$ cat src/rtl/rx_cfg_pkg.sv
package rx_cfg_pkg;
  localparam int unsigned CFG_W      = 12;
  localparam int unsigned NUM_REGS   = 2;
  localparam int unsigned REG_LIMIT  = 0;
  localparam int unsigned REG_OPMODE = 1;

  typedef struct packed {
    logic [1:0] baud;
    logic [1:0] bitchk;
    logic       pout;
    logic [4:0] sleep;
    logic       xs_std;
    logic       xs_temp;
  } opmode_t;

  typedef struct packed {
    logic [5:0] lim_lo;
    logic [5:0] lim_hi;
  } limit_t;

  localparam logic [CFG_W-1:0] OPMODE_RST = 12'h22C;
  localparam logic [CFG_W-1:0] LIMIT_RST  = 12'h398;
endpackage

$ cat src/rtl/rx_cfg_sync.sv
module rx_cfg_sync #(
  parameter int unsigned WIDTH  = 1,
  parameter int unsigned STAGES = 2
) (
  input  logic             clk_i,
  input  logic             rst_ni,
  input  logic [WIDTH-1:0] d_i,
  output logic [WIDTH-1:0] q_o
);
  logic [STAGES-1:0][WIDTH-1:0] stg_q;

  generate
    if (STAGES == 1) begin : g_one
      always_ff @(posedge clk_i or negedge rst_ni) begin
        if (!rst_ni) stg_q <= '0;
        else         stg_q <= d_i;
      end
    end else begin : g_chain
      always_ff @(posedge clk_i or negedge rst_ni) begin
        if (!rst_ni) stg_q <= '0;
        else         stg_q <= {stg_q[STAGES-2:0], d_i};
      end
    end
  endgenerate

  assign q_o = stg_q[STAGES-1];
endmodule

$ cat src/rtl/rx_cfg_shift.sv
module rx_cfg_shift
  import rx_cfg_pkg::*;
(
  input  logic             clk_i,
  input  logic             rst_ni,
  input  logic             frame_i,
  input  logic             sclk_i,
  input  logic             sdata_i,
  output logic             off_o,
  output logic             we_o,
  output logic             sel_o,
  output logic [CFG_W-1:0] wdata_o
);
  localparam int unsigned FRAME_LEN = CFG_W + 2;
  localparam int unsigned CNT_W     = $clog2(FRAME_LEN + 1);
  localparam int unsigned SR_W      = FRAME_LEN - 1;

  logic             sclk_q, rise;
  logic [CNT_W-1:0] cnt_q;
  logic             done_q;
  logic [SR_W-1:0]  sr_q;
  logic             off_q, we_q, sel_q;
  logic [CFG_W-1:0] wdata_q;

  assign rise = sclk_i & ~sclk_q;

  always_ff @(posedge clk_i or negedge rst_ni) begin
    if (!rst_ni) begin
      sclk_q  <= 1'b0;
      cnt_q   <= '0;
      done_q  <= 1'b0;
      sr_q    <= '0;
      off_q   <= 1'b0;
      we_q    <= 1'b0;
      sel_q   <= 1'b0;
      wdata_q <= '0;
    end else begin
      sclk_q <= sclk_i;
      off_q  <= 1'b0;
      we_q   <= 1'b0;
      if (!frame_i) begin
        cnt_q  <= '0;
        done_q <= 1'b0;
      end else if (rise && !done_q) begin
        sr_q  <= {sr_q[SR_W-2:0], sdata_i};
        cnt_q <= cnt_q + 1'b1;
        if (cnt_q == '0 && sdata_i) begin
          off_q  <= 1'b1;  // lone leading 1: OFF
          done_q <= 1'b1;
        end
        if (cnt_q == CNT_W'(FRAME_LEN - 1)) begin
          we_q    <= 1'b1;
          done_q  <= 1'b1;
          sel_q   <= sr_q[SR_W-2];  // address bit
          wdata_q <= {sr_q[CFG_W-2:0], sdata_i};
        end
      end
    end
  end

  assign off_o   = off_q;
  assign we_o    = we_q;
  assign sel_o   = sel_q;
  assign wdata_o = wdata_q;

  AST_CNT_BOUND: assert property (@(posedge clk_i) disable iff (!rst_ni)
    cnt_q <= CNT_W'(FRAME_LEN)) else $error("count overrun");
  AST_ABORT_NO_WRITE: assert property (@(posedge clk_i) disable iff (!rst_ni)
    !frame_i |=> !we_q && !off_q) else $error("write after frame drop");
  AST_OFF_ONLY_FIRST: assert property (@(posedge clk_i) disable iff (!rst_ni)
    (frame_i && rise && !done_q && cnt_q != '0) |=> !off_q) else $error("late off");
endmodule

$ cat src/rtl/rx_cfg_reg.sv
module rx_cfg_reg
  import rx_cfg_pkg::*;
#(
  parameter logic [CFG_W-1:0] RST_VAL = '0
) (
  input  logic             clk_i,
  input  logic             rst_ni,
  input  logic             we_i,
  input  logic [CFG_W-1:0] wdata_i,
  input  logic             upset_i,
  output logic [CFG_W-1:0] q_o,
  output logic             bad_o
);
  logic [CFG_W-1:0] data_q;
  logic             par_q, bad_q, mismatch;

  assign mismatch = (^data_q) != par_q;

  always_ff @(posedge clk_i or negedge rst_ni) begin
    if (!rst_ni) begin
      data_q <= RST_VAL;
      par_q  <= ^RST_VAL;
      bad_q  <= 1'b0;
    end else if (we_i) begin
      data_q <= wdata_i;
      par_q  <= ^wdata_i;
      bad_q  <= 1'b0;
    end else begin
      if (upset_i) data_q[0] <= ~data_q[0];  // models loss of stored content
      bad_q <= bad_q | mismatch;
    end
  end

  assign q_o   = data_q;
  assign bad_o = bad_q;

  AST_WRITE_LOADS: assert property (@(posedge clk_i) disable iff (!rst_ni)
    we_i |=> (data_q == $past(wdata_i)) && !bad_q) else $error("write lost");
  AST_MARKER_STICKY: assert property (@(posedge clk_i) disable iff (!rst_ni)
    (bad_q && !we_i) |=> bad_q) else $error("marker dropped");
  AST_PARITY_CATCH: assert property (@(posedge clk_i) disable iff (!rst_ni)
    (mismatch && !we_i) |=> bad_q) else $error("upset missed");
  AST_HOLD: assert property (@(posedge clk_i) disable iff (!rst_ni)
    (!we_i && !upset_i) |=> $stable(data_q)) else $error("spurious change");
endmodule

$ cat src/rtl/rx_cfg_loader.sv
module rx_cfg_loader
  import rx_cfg_pkg::*;
#(
  parameter int unsigned SYNC_STAGES = 2
) (
  input  logic       clk_i,
  input  logic       rst_ni,
  input  logic       frame_i,
  input  logic       sclk_i,
  input  logic       sdata_i,
  input  logic [1:0] upset_i,
  output logic [1:0] baud_o,
  output logic [1:0] bitchk_o,
  output logic       pout_o,
  output logic [4:0] sleep_o,
  output logic       xsleep_std_o,
  output logic       xsleep_temp_o,
  output logic [5:0] lim_min_o,
  output logic [5:0] lim_max_o,
  output logic       off_pulse_o,
  output logic       reset_marker_o
);
  localparam logic [NUM_REGS-1:0][CFG_W-1:0] RST_VALS = {OPMODE_RST, LIMIT_RST};

  logic [2:0]       sync_q;
  logic             off, we, sel;
  logic [CFG_W-1:0] wdata;
  logic [NUM_REGS-1:0][CFG_W-1:0] reg_q;
  logic [NUM_REGS-1:0]            bad;
  opmode_t          opm;
  limit_t           lim;

  rx_cfg_sync #(.WIDTH(3), .STAGES(SYNC_STAGES)) u_sync (
    .clk_i  (clk_i),
    .rst_ni (rst_ni),
    .d_i    ({frame_i, sclk_i, sdata_i}),
    .q_o    (sync_q)
  );

  rx_cfg_shift u_shift (
    .clk_i   (clk_i),
    .rst_ni  (rst_ni),
    .frame_i (sync_q[2]),
    .sclk_i  (sync_q[1]),
    .sdata_i (sync_q[0]),
    .off_o   (off),
    .we_o    (we),
    .sel_o   (sel),
    .wdata_o (wdata)
  );

  generate
    for (genvar g = 0; g < NUM_REGS; g++) begin : g_reg
      rx_cfg_reg #(.RST_VAL(RST_VALS[g])) u_reg (
        .clk_i   (clk_i),
        .rst_ni  (rst_ni),
        .we_i    (we && (sel == 1'(g))),
        .wdata_i (wdata),
        .upset_i (upset_i[g]),
        .q_o     (reg_q[g]),
        .bad_o   (bad[g])
      );
    end
  endgenerate

  assign opm            = opmode_t'(reg_q[REG_OPMODE]);
  assign lim            = limit_t'(reg_q[REG_LIMIT]);
  assign baud_o         = opm.baud;
  assign bitchk_o       = opm.bitchk;
  assign pout_o         = opm.pout;
  assign sleep_o        = opm.sleep;
  assign xsleep_std_o   = opm.xs_std;
  assign xsleep_temp_o  = opm.xs_temp;
  assign lim_min_o      = lim.lim_lo;
  assign lim_max_o      = lim.lim_hi;
  assign off_pulse_o    = off;
  assign reset_marker_o = |bad;

  AST_OFF_ONE_CYCLE: assert property (@(posedge clk_i) disable iff (!rst_ni)
    off_pulse_o |=> !off_pulse_o) else $error("wide off pulse");
  AST_OFF_NO_CHANGE: assert property (@(posedge clk_i) disable iff (!rst_ni)
    (off_pulse_o && upset_i == '0) |=> $stable(reg_q)) else $error("off changed regs");
  AST_MARKER_SRC: assert property (@(posedge clk_i) disable iff (!rst_ni)
    $rose(reset_marker_o) |-> $past(upset_i != '0, 2) || $past(upset_i != '0)) else $error("marker without upset");
endmodule

$ cat config.mk
export PLATFORM = sky130hd
export DESIGN_NAME = rx_cfg_loader
export DESIGN_NICKNAME = d
export VERILOG_FILES = /design/src/rtl/rx_cfg_pkg.sv /design/src/rtl/rx_cfg_sync.sv /design/src/rtl/rx_cfg_shift.sv /design/src/rtl/rx_cfg_reg.sv /design/src/rtl/rx_cfg_loader.sv
export SDC_FILE = /design/constraint.sdc
export NUM_CORES = 1
export LEC_CHECK = 0
export BUFFER_PORTS_ARGS = -buffer_cell sky130_fd_sc_hd__buf_2
export CORE_ASPECT_RATIO = 0.7
export CORE_UTILIZATION = 50
export DETAILED_ROUTE_END_ITERATION = 16
export PLACE_DENSITY = 0.7
export SYNTH_ARGS = -nofsm -noshare
export SYNTH_HDL_FRONTEND = slang
export SYNTH_SLANG_ARGS = --single-unit
$ cat constraint.sdc
create_clock -name clk_i -period 1.81 [get_ports clk_i]
set_input_delay 0.181 -clock clk_i [delete_from_list [all_inputs] [get_ports clk_i]]
set_output_delay 0.181 -clock clk_i [all_outputs]
set_load 0.05 [all_outputs]
==> summary.md, run 1 <==
| Metric | Value |
|---|---|
| Global-route wire length before repair | `8010 um` |
| Routability cong. | `0.7402` |
| DRT iter0 DRCs | `65` |
| TNS Setup | `0 ns` |
| Reg-to-Reg End | `g_reg[0].u_reg.bad_o$_DFF_PN0_` |
| Drt total wl | `approximately 4500 um` |
| N_diodes | `0` |
| # Max-Cap Violations | `0` |
| Final worst setup slack | `approximately 0.16 ns` |
| VDD IR max | `0.5100 mV` |
| Core area | `5368 um2` |
| Initial core utilization | `53.33%` |
| IO buf count | `32` |
| Hold EP | `g_reg[0].u_reg.q_o[0]$_DFFE_PN0P_` |
| Hold_buf cts | `4` |
| Gr ovfl total | `0` |
| CTS tree | `done` |
| Outcome | `complete, no violations` |
| Gr usage total | `a little under a fifth` |
| Pin count of the biggest net entering global routing | `38` |
| Ports | `33` |
| Synth warn | `0` |
| Row count | `22` |
| EDFF count, synth | `0` |
| Worst-skew pair later-pin latency | `between 0.3 and 0.4 ns` |
| Post-Syn Area per Cell | `around 15 um2` |
| Worst R2R Start | `g_reg[0].u_reg.q_o[4]$_DFFE_PN1P_` |
| Fin nets | `250` |
| Final Skew | `between 0.004 and 0.005 ns` |
| Most Frequent Cell on Critical Path | `xnor3_1` |
| CP Launch Type | `register` |
| Netlist cell types | `27` |
| Place WS | `0.1493 ns` |
| CTS sink cnt | `67` |
| Hold Path Stages | `3` |
| CTS clk-pin slew, worst paths | `0.07 ns` |
| Worst R2R Setup Slack | `0.16 ns` |
| Tmin final | `1.651 ns` |
| Worst Tran Pin Value | `approximately 0.37 ns` |
| CTS root buf | `clkbuf_8` |
| ANT nets after route | `0` |
| RSZ-0062 raised after global routing | `no` |
| Share of post-route cells with drive strength above 1 | `47.76%` |
| Initial antenna violation count | `0` |
| Post-CTS setup buffers | `0` |
| H-tree Lvls | `3` |
| Worst Path Arrival | `1.92 ns` |
| Number of vias per cell | `4.830` |
| Fin cells | `317` |
| Final worst path period share | `91.20%` |
| CTS buffer count | `9` |
| #FFs+latches synth | `67` |
| Synth Instances | `191` |
| Critical-path cell list | `xor2_1 -> xnor3_1 -> xnor3_1 -> a21oi_1` |
| P per Cell Area | `between 900 and 1000 nW/um2` |
| FMAX | `0.6058 GHz` |
| Syn nets | `201` |
| Routed via count | `1531` |
| Req. time, crit path | `between 2 and 2.5 ns` |
| Top FF cell, synth | `dfrtp_1` |
| Worst min path class | `in2reg` |
| Drt drc | `0` |
| Register area share after synthesis | `59.00%` |
| Worst Path Class, Setup | `reg2reg` |
| # setup viols final | `0` |
| CTS max path bufs | `2` |
| First-pass DRT Iterations | `4` |
| Inst Count DP | `297` |
| Asr flop ratio synth | `100.0%` |
| Worst path slowest cell | `dfstp_2` |
| Vias in the first global route | `1553` |
| Slew Limit Fails | `0` |
| DP Wirelength | `about 3200 um` |
| Worst Setup End Kind | `register` |
| Top fanout value on the critical path | `3` |
| Wirelength per Cell | `14.18 um` |
| Reg2reg path depth | `4` |
| Fin. Hold Viols | `0` |
| Mapped cell area | `2863 um2` |
| Chip Height | `roughly 65 um` |
| Die Span X | `92.44 um` |
| Hold path start | `upset_i[0]` |
| Worst rel slew slack | `75.12%` |
| Pleak | `approximately 1.7 nW` |
| Resized cells post-CTS | `0` |
| Area grow syn2layout | `18.88%` |
| Largest stage delay, worst path | `~0.54 ns` |
| Die area | `6037 um2` |
## Yosys cell counts, types with 2 or more instances
| cell | instances | area (um2) |
|---|---|---|
| dfrtp_1 | 57 | 1426 |
| mux2_2 | 47 | 529.3 |
| xnor2_1 | 28 | 245.2 |
| dfstp_2 | 10 | 262.8 |
| a21oi_1 | 5 | 25.02 |
| nand2_1 | 5 | 18.77 |
| xnor3_1 | 5 | 112.6 |
| and2_1 | 4 | 25.02 |
| ha_1 | 3 | 37.54 |
| inv_1 | 3 | 11.26 |
| nor2_1 | 3 | 11.26 |
| nor2b_1 | 3 | 18.77 |
| clkbuf_1 | 2 | 7.510 |
| o21ai_0 | 2 | 10.01 |
| xor2_1 | 2 | 17.52 |
## critical path, delay by kind of cell (launching register included)
kind,cells,cell delay (ns)
XOR/XNOR,3,0.89
flip-flops,1,0.54
AO/OA/AOI/OAI,1,0.14
## metrics by stage
stage	util (%)	cell area (um2)	hold WS, ns	total power, mW
after floorplan	-	2865	-0.1146	2.036
final	63.40	3403	0.1381	3.331
after global routing	63.40	3403	0.1470	3.513
after detailed placement	58.90	3162	0.1200	2.156
after global placement	58.90	3162	0.1226	2.150
after CTS	63.40	3403	0.1245	3.372
## where the power goes
part           total (mW)  internal, mW  switching, mW
clock                1.20         0.683          0.515
sequential           1.71          1.62         0.0926
combinational       0.421         0.227          0.195
## sequential cells by signal, indices dropped and copies added (netlist names)
signal and flops:
u_shift.we_o 1, u_shift.off_o 1, u_shift.wdata_o 12, g.u_reg.q_o 24
g.u_reg.par_q 2, u_shift.cnt_q 4, u_shift.sclk_q 1, u_sync.q_o 3
u_shift.sr_q 12, u_shift.done_q 1, u_shift.sel_o 1, g.u_reg.bad_o 2
u_sync.stg_q 3
## metal layers
layer  GRT usage [%]  wire (um)  up-vias
li1                -          -      749
met5               0          0        -
met4           5.859         57        0
met2           24.63       1813       33
met3           7.986        279        7
met1           26.38       2345      742
## layout make-up
cell class	instances	area (um2)
Clock buffer	15	196.4
Clock inverter	1	5.005
Fill cell	422	1964
Inverter	3	11.26
Multi-Input combinational cell	116	1131
Sequential cell	67	1692
Tap cell	72	90.09
Timing Repair Buffer	43	277.8
## layout by cell type (no fill, tap or decap), types with 3 or more instances in the layout
cell type | Yosys | final
a21oi_1 | 5 | 5
and2_1 | 4 | 4
buf_2 | 1 | 32
buf_4 | 1 | 5
clkbuf_8 | 0 | 14
dfrtp_1 | 57 | 55
dfstp_2 | 10 | 10
dlygate4sd3_1 | 0 | 4
ha_1 | 3 | 3
inv_1 | 3 | 3
mux2_2 | 47 | 47
nand2_1 | 5 | 5
nor2_1 | 3 | 3
nor2b_1 | 3 | 3
xnor2_1 | 28 | 28
xnor3_1 | 5 | 5
## how the worst max path moves through the flow
stage               slack (ns)                             end                         startpoint  cells past startpoint
floorplan                0.006  g_reg[1].u_reg.bad_o$_DFF_PN0_  g_reg[1].u_reg.q_o[2]$_DFFE_PN1P_                      4
global placement          0.18  g_reg[1].u_reg.bad_o$_DFF_PN0_  g_reg[1].u_reg.q_o[3]$_DFFE_PN1P_                      4
finish                    0.16  g_reg[0].u_reg.bad_o$_DFF_PN0_  g_reg[0].u_reg.q_o[4]$_DFFE_PN1P_                      4
CTS                       0.15  g_reg[0].u_reg.bad_o$_DFF_PN0_  g_reg[0].u_reg.q_o[4]$_DFFE_PN1P_                      4
global route              0.07  g_reg[0].u_reg.bad_o$_DFF_PN0_  g_reg[0].u_reg.q_o[4]$_DFFE_PN1P_                      4
detailed placement        0.15  g_reg[0].u_reg.bad_o$_DFF_PN0_  g_reg[0].u_reg.q_o[4]$_DFFE_PN1P_                      4
## logic make-up (layout without fill, tap and decap cells)
logic type / Yosys count / in the layout / synth area share (%)
fa+ha+maj: 3 / 3 / 1.311
compound gates: 9 / 9 / 1.748
flops: 67 / 67 / 59.00
buf+inv: 8 / 62 / 1.486
xor+xnor: 35 / 35 / 13.11
mux: 47 / 47 / 18.49
simple gates: 22 / 22 / 4.852
(Power assumes the default switching activity.)
==> run 2, diff against run 1 <==
Settings changed: CELL_PAD_IN_SITES_DETAIL_PLACEMENT set to 0, CELL_PAD_IN_SITES_GLOBAL_PLACEMENT set to 1, CORE_UTILIZATION 50 to 48, MAX_ROUTING_LAYER set to met4, PLACE_DENSITY 0.7 to not set, PLACE_DENSITY_LB_ADDON set to 0.1.
==> summary.md, run 2 (synthesis results as in run 1) <==
| Metric | Value |
|---|---|
| Outcome | `complete, no violations` |
| Worst Path Arrival | `1.92 ns (about the same)` |
| CTS buffer count | `9 (unchanged)` |
| Req. time, crit path | `2.03 ns (-0.05 ns)` |
| Global-route wire length before repair | `7990 um (-0.25%)` |
| Number of vias per cell | `4.943 (+2.4%)` |
| Reg2reg path depth | `5 (+1)` |
| Inst Count DP | `297 (unchanged)` |
| TNS Setup | `0 ns (unchanged)` |
| CTS max path bufs | `2 (unchanged)` |
| CTS clk-pin slew, worst paths | `0.07 ns (about the same)` |
| Core area | `5727 um2 (+6.7%)` |
| Share of post-route cells with drive strength above 1 | `47.52% (-0.23 points)` |
| Fin nets | `247 (-1.2%)` |
| DRT iter0 DRCs | `69 (+6.2%)` |
| Worst Setup End Kind | `register` |
| Post-Route M1 WL | `2372 um (+1.2%)` |
| Vias in the first global route | `1625 (+4.6%)` |
| Initial antenna violation count | `0 (unchanged)` |
| CP Launch Type | `register` |
| Fin. Hold Viols | `0 (unchanged)` |
| VDD IR max | `0.5468 mV (+7.2%)` |
| P_int | `2.505 mW (-0.96%)` |
| Sw power | `831.1 uW (+3.6%)` |
| Pin count of the biggest net entering global routing | `68 (+79%)` |
| Gr ovfl total | `0 (unchanged)` |
| DP Wirelength | `3538 um (+10%)` |
| Fin cells | `317 (unchanged)` |
| Final worst path period share | `94.01% (+2.8 points)` |
| Initial core utilization | `49.99% (-3.3 points)` |
| Worst Path Class, Setup | `reg2reg` |
| IO buf count | `32 (unchanged)` |
| Worst Tran Pin Value | `0.5795 ns (+0.2063 ns)` |
| Worst rel slew slack | `61.27% (-14 points)` |
| Row count | `23 (+4.5%)` |
| ANT nets after route | `0 (unchanged)` |
| CTS sink cnt | `67 (unchanged)` |
| Die area | `6282 um2 (+4.1%)` |
| First-pass DRT Iterations | `4 (unchanged)` |
| Most common cell after layout, fill and taps aside | `dfrtp_1` |
| Pleak | `1.668 nW (-1.1%)` |
| Met2 wire length | `2290 um (+26%)` |
| Wirelength per Cell | `15.39 um (+8.5%)` |
| Place WS | `0.1265 ns (-0.02277 ns)` |
| Die Span X | `94.31 um (+2.0%)` |
| Ports | `33 (unchanged)` |
| Chip Height | `66.62 um (+2.0%)` |
| Top fanout value on the critical path | `14 (+11)` |
| N_diodes | `0 (unchanged)` |
| P per Cell Area | `991.8 nW/um2 (+1.3%)` |
| Slew Limit Fails | `0 (unchanged)` |
| RSZ-0062 raised after global routing | `no` |
| Placed Area | `3131 um2 (-0.99%)` |
| Area grow syn2layout | `17.48%` |
| CTS root buf | `clkbuf_8` |
| Top layer reached by signal wires | `met4` |
| Final Skew | `0.006911 ns (+0.001985 ns)` |
| Routed via count | `1567 (+2.4%)` |
| Drt drc | `0 (unchanged)` |
| Routability cong. | `0.7286 (-1.6%)` |
| Max FFs per register | `24 (unchanged)` |
| H-tree Lvls | `3 (unchanged)` |
| Tmin final | `1.702 ns (+0.05076 ns)` |
| Switching share of power | `24.91% (+0.83 points)` |
| Finished Cell Area | `3363 um2 (-1.2%)` |
| Final worst setup slack | `0.1084 ns (-0.05076 ns)` |
| Met3 wire len | `206 um (-26%)` |
| Drt total wl | `4879 um (+8.5%)` |
| Hold Path Stages | `3 (unchanged)` |
| Worst min path class | `in2reg` |
| # setup viols final | `0 (unchanged)` |
| Clock Power Share | `35.7% (-0.3 points)` |
| CTS tree | `done` |
| Sequential power share | `51.5% (about the same)` |
| Fin util | `58.73% (-4.7 points)` |
| # Max-Cap Violations | `0 (unchanged)` |
| Worst-skew pair later-pin latency | `0.34 ns (about the same)` |
| Gr usage total | `18.48% (+0.19 points)` |
| FMAX | `0.5877 GHz (-3.0%)` |
| Logic gate share of total power | `12.8% (+0.2 points)` |
| Commonest cells after routing, fill and taps aside | `55 x dfrtp_1, 47 x mux2_2, 32 x buf_2` |
-- run 2: cell type report --
class                      instances  area, um2
fill                             471       2364
sequential                        67       1692
multi-input combinational        116       1131
timing repair buffer              40      242.7
clock buffer                      10      137.6
tap                               75      93.84
clock inverter                     6      55.05
inverter                           3      11.26
-- run 2: critical path: stages, from the launching register on --
cell and delay (ns):
dfrtp_1 0.40, inv_1 0.10, ha_1 0.15, nand3_1 0.15, nor2_4 0.39, mux2_2 0.39
-- run 2: what timing repair did --
action	CTS	global route
resized for setup	0	0
endpoints found under the hold margin	60	0
setup buffers	0	0
hold buffers	4	0
-- run 2: metal layers --
metal,up-vias,GRT usage (%)
met5,-,-
met4,0,4.615
met3,2,7.534
met2,30,27.63
met1,787,23.50
li1,748,-
-- run 2: final timing paths --
path | from | to | slack, ns
worst max register to register | u_shift.cnt_q[1]$_DFFE_PN0P_ | u_shift.wdata_o[5]$_DFFE_PN0P_ | 0.11
worst min register to register | u_sync.stg_q[0]$_DFF_PN0_ | u_sync.q_o[0]$_DFF_PN0_ | 0.35
min in group asynchronous | rst_ni | g_reg[0].u_reg.q_o[5]$_DFFE_PN0P_ | 0.41
worst max-delay path | u_shift.cnt_q[1]$_DFFE_PN0P_ | u_shift.wdata_o[5]$_DFFE_PN0P_ | 0.11
worst min-delay path | upset_i[1] | g_reg[1].u_reg.q_o[0]$_DFFE_PN0P_ | 0.14
max in group asynchronous | rst_ni | g_reg[0].u_reg.par_q$_DFFE_PN1P_ | 1.06
-- run 2: metrics by stage --
stage               hold slack, ns  power (mW)
global placement            0.2152       2.140
global route                0.1365       3.496
finish                      0.1373       3.336
floorplan                  -0.1146       2.036
detailed placement          0.2298       2.168
CTS                         0.1168       3.382
-- run 2: power groups by stage --
| stage | clock (mW) | combinational (mW) | sequential [mW] |
|---|---|---|---|
| finish | 1.19 | 0.428 | 1.72 |
| global placement | 0 | 0.407 | 1.73 |
| detailed placement | 0 | 0.425 | 1.74 |
| CTS | 1.23 | 0.434 | 1.72 |
| floorplan | 0 | 0.240 | 1.80 |
| global route | 1.30 | 0.462 | 1.74 |
==> run 3, diff against run 2 <==
Settings changed: CORE_MARGIN set to 10.
==> summary.md, run 3 (synthesis results as in run 1) <==
| Metric | Value |
|---|---|
| Outcome | `complete, no violations` |
| Share of post-route cells with drive strength above 1 | `47.15% (-0.37 points)` |
| Inst Count DP | `301 (+1.3%)` |
| Most common cell after layout, fill and taps aside | `dfrtp_1` |
| IO buf count | `32 (unchanged)` |
| Max FFs per register | `24 (unchanged)` |
| H-tree Lvls | `3 (unchanged)` |
| CP Launch Type | `register` |
| CTS tree | `done` |
| Post-CTS setup buffers | `0 (unchanged)` |
| Top fanout value on the critical path | `3 (-11)` |
| Final hold slack | `0.1610 ns (+0.02371 ns)` |
| Gr ovfl total | `0 (unchanged)` |
| Routability cong. | `0.7569 (+3.9%)` |
| Ports | `33 (unchanged)` |
| Final Skew | `0.008198 ns (+0.001287 ns)` |
| CTS buffer count | `9 (unchanged)` |
| DRT iter0 DRCs | `30 (-57%)` |
| Req. time, crit path | `2.02 ns (about the same)` |
| Placed Area | `3148 um2 (+0.56%)` |
| Final worst setup slack | `0.1360 ns (+0.02751 ns)` |
| Worst Path Arrival | `1.89 ns (-0.03 ns)` |
| RSZ-0062 raised after global routing | `no` |
| VDD IR max | `0.4056 mV (-26%)` |
| Drt drc | `0 (unchanged)` |
| First-pass DRT Iterations | `4 (unchanged)` |
| Routed via count | `1593 (+1.7%)` |
| Resized cells post-CTS | `0 (unchanged)` |
| Die area | `9503 um2 (+51%)` |
| Final worst path period share | `92.49% (-1.5 points)` |
| Slew Limit Fails | `0 (unchanged)` |
| TNS Setup | `0 ns (unchanged)` |
| CTS max path bufs | `2 (unchanged)` |
| Global-route wire length before repair | `9114 um (+14%)` |
| Worst R2R Setup Slack | `0.14 ns (+0.03 ns)` |
| Worst min path class | `in2reg` |
| Worst Tran Pin Value | `0.6184 ns (+0.03889 ns)` |
| Total power | `3.336 mW (about the same)` |
| CTS clk-pin slew, worst paths | `0.07 ns (about the same)` |
| Commonest cells after routing, fill and taps aside | `55 x dfrtp_1, 47 x mux2_2, 32 x buf_2` |
| CTS root buf | `clkbuf_8` |
| Number of vias per cell | `4.963 (+0.39%)` |
| N_diodes | `0 (unchanged)` |
| Tmin final | `1.674 ns (-0.02751 ns)` |
| Die Span X | `112.3 um (+19%)` |
| # setup viols final | `0 (unchanged)` |
| DP Wirelength | `3987 um (+13%)` |
| Area grow syn2layout | `17.96%` |
| Worst rel slew slack | `58.67% (-2.6 points)` |
| CTS sink cnt | `67 (unchanged)` |
| Initial antenna violation count | `0 (unchanged)` |
| Pleak | `1.673 nW (+0.33%)` |
| Worst-skew pair later-pin latency | `0.33 ns (about the same)` |
| Fin util | `58.67% (about the same)` |
| Worst Setup End Kind | `register` |
| Finished Cell Area | `3377 um2 (+0.41%)` |
| Vias in the first global route | `1852 (+14%)` |
| Worst Path Class, Setup | `reg2reg` |
| Gr usage total | `12.14% (-6.3 points)` |
| Row count | `23 (unchanged)` |
| Core area | `5756 um2 (+0.50%)` |
| Place WS | `0.09293 ns (-0.03360 ns)` |
| Fin cells | `321 (+1.3%)` |
| FMAX | `0.5974 GHz (+1.6%)` |
| Pin count of the biggest net entering global routing | `23 (-66%)` |
| Chip Height | `84.62 um (+27%)` |
| Fin nets | `251 (+1.6%)` |
| Drt total wl | `5182 um (+6.2%)` |
| Wirelength per Cell | `16.14 um (+4.9%)` |
| Fin. Hold Viols | `0 (unchanged)` |
| P per Cell Area | `987.7 nW/um2 (-0.41%)` |
| Initial core utilization | `49.74% (-0.25 points)` |
| ANT nets after route | `0 (unchanged)` |
| # Max-Cap Violations | `0 (unchanged)` |
[run 3: changes by cell type in the layout (fill, tap and decap cells not counted)]
cell and delta:
buf_12 -1, buf_4 +5, clkbuf_1 +3, clkinv_2 -3
[run 3: final timing paths]
| path | cells past startpoint | from | end |
|---|---|---|---|
| worst max-delay path | 4 | g_reg[1].u_reg.q_o[3]$_DFFE_PN1P_ | g_reg[1].u_reg.bad_o$_DFF_PN0_ |
| worst min-delay path | 3 | upset_i[1] | g_reg[1].u_reg.q_o[0]$_DFFE_PN0P_ |
| worst max register to register | 4 | g_reg[1].u_reg.q_o[3]$_DFFE_PN1P_ | g_reg[1].u_reg.bad_o$_DFF_PN0_ |
| worst min register to register | 0 | u_sync.stg_q[0]$_DFF_PN0_ | u_sync.q_o[0]$_DFF_PN0_ |
| max in group asynchronous | 3 | rst_ni | g_reg[0].u_reg.q_o[9]$_DFFE_PN1P_ |
| min in group asynchronous | 2 | rst_ni | u_sync.stg_q[1]$_DFF_PN0_ |
[run 3: cell type report]
type | instances | area [um2]
Inverter | 3 | 11.26
Clock inverter | 3 | 40.04
Tap cell | 75 | 93.84
Clock buffer | 13 | 148.9
Fill cell | 477 | 2379
Multi-Input combinational cell | 116 | 1131
Timing Repair Buffer | 44 | 260.3
Sequential cell | 67 | 1692
[run 3: layer usage]
metal / track usage (%) / share of wire, % / up-vias
met2: 18.48 / 47 / 26
met1: 15.00 / 48 / 812
li1: - / - / 751
met3: 3.980 / 3.7 / 4
met5: - / 0 / -
met4: 3.793 / 0.71 / 0
[run 3: critical path: stages, from the launching register on]
cell and delay, ns:
dfstp_2 0.55, xnor2_1 0.14, xnor3_1 0.34, xnor3_1 0.36, o21a_1 0.17
[run 3: report_power, final]
group | switching (mW) | total, mW | internal (mW)
logic | 0.198 | 0.442 | 0.244
clock network | 0.505 | 1.18 | 0.671
registers | 0.0979 | 1.72 | 1.62
total | 0.801 | 3.34 | 2.53
[run 3: timing repair]
item | in CTS | in global routing
hold buffers | 4 | 0
endpoints found under the hold margin | 20 | 0
endpoints found under the setup margin | 0 | 1
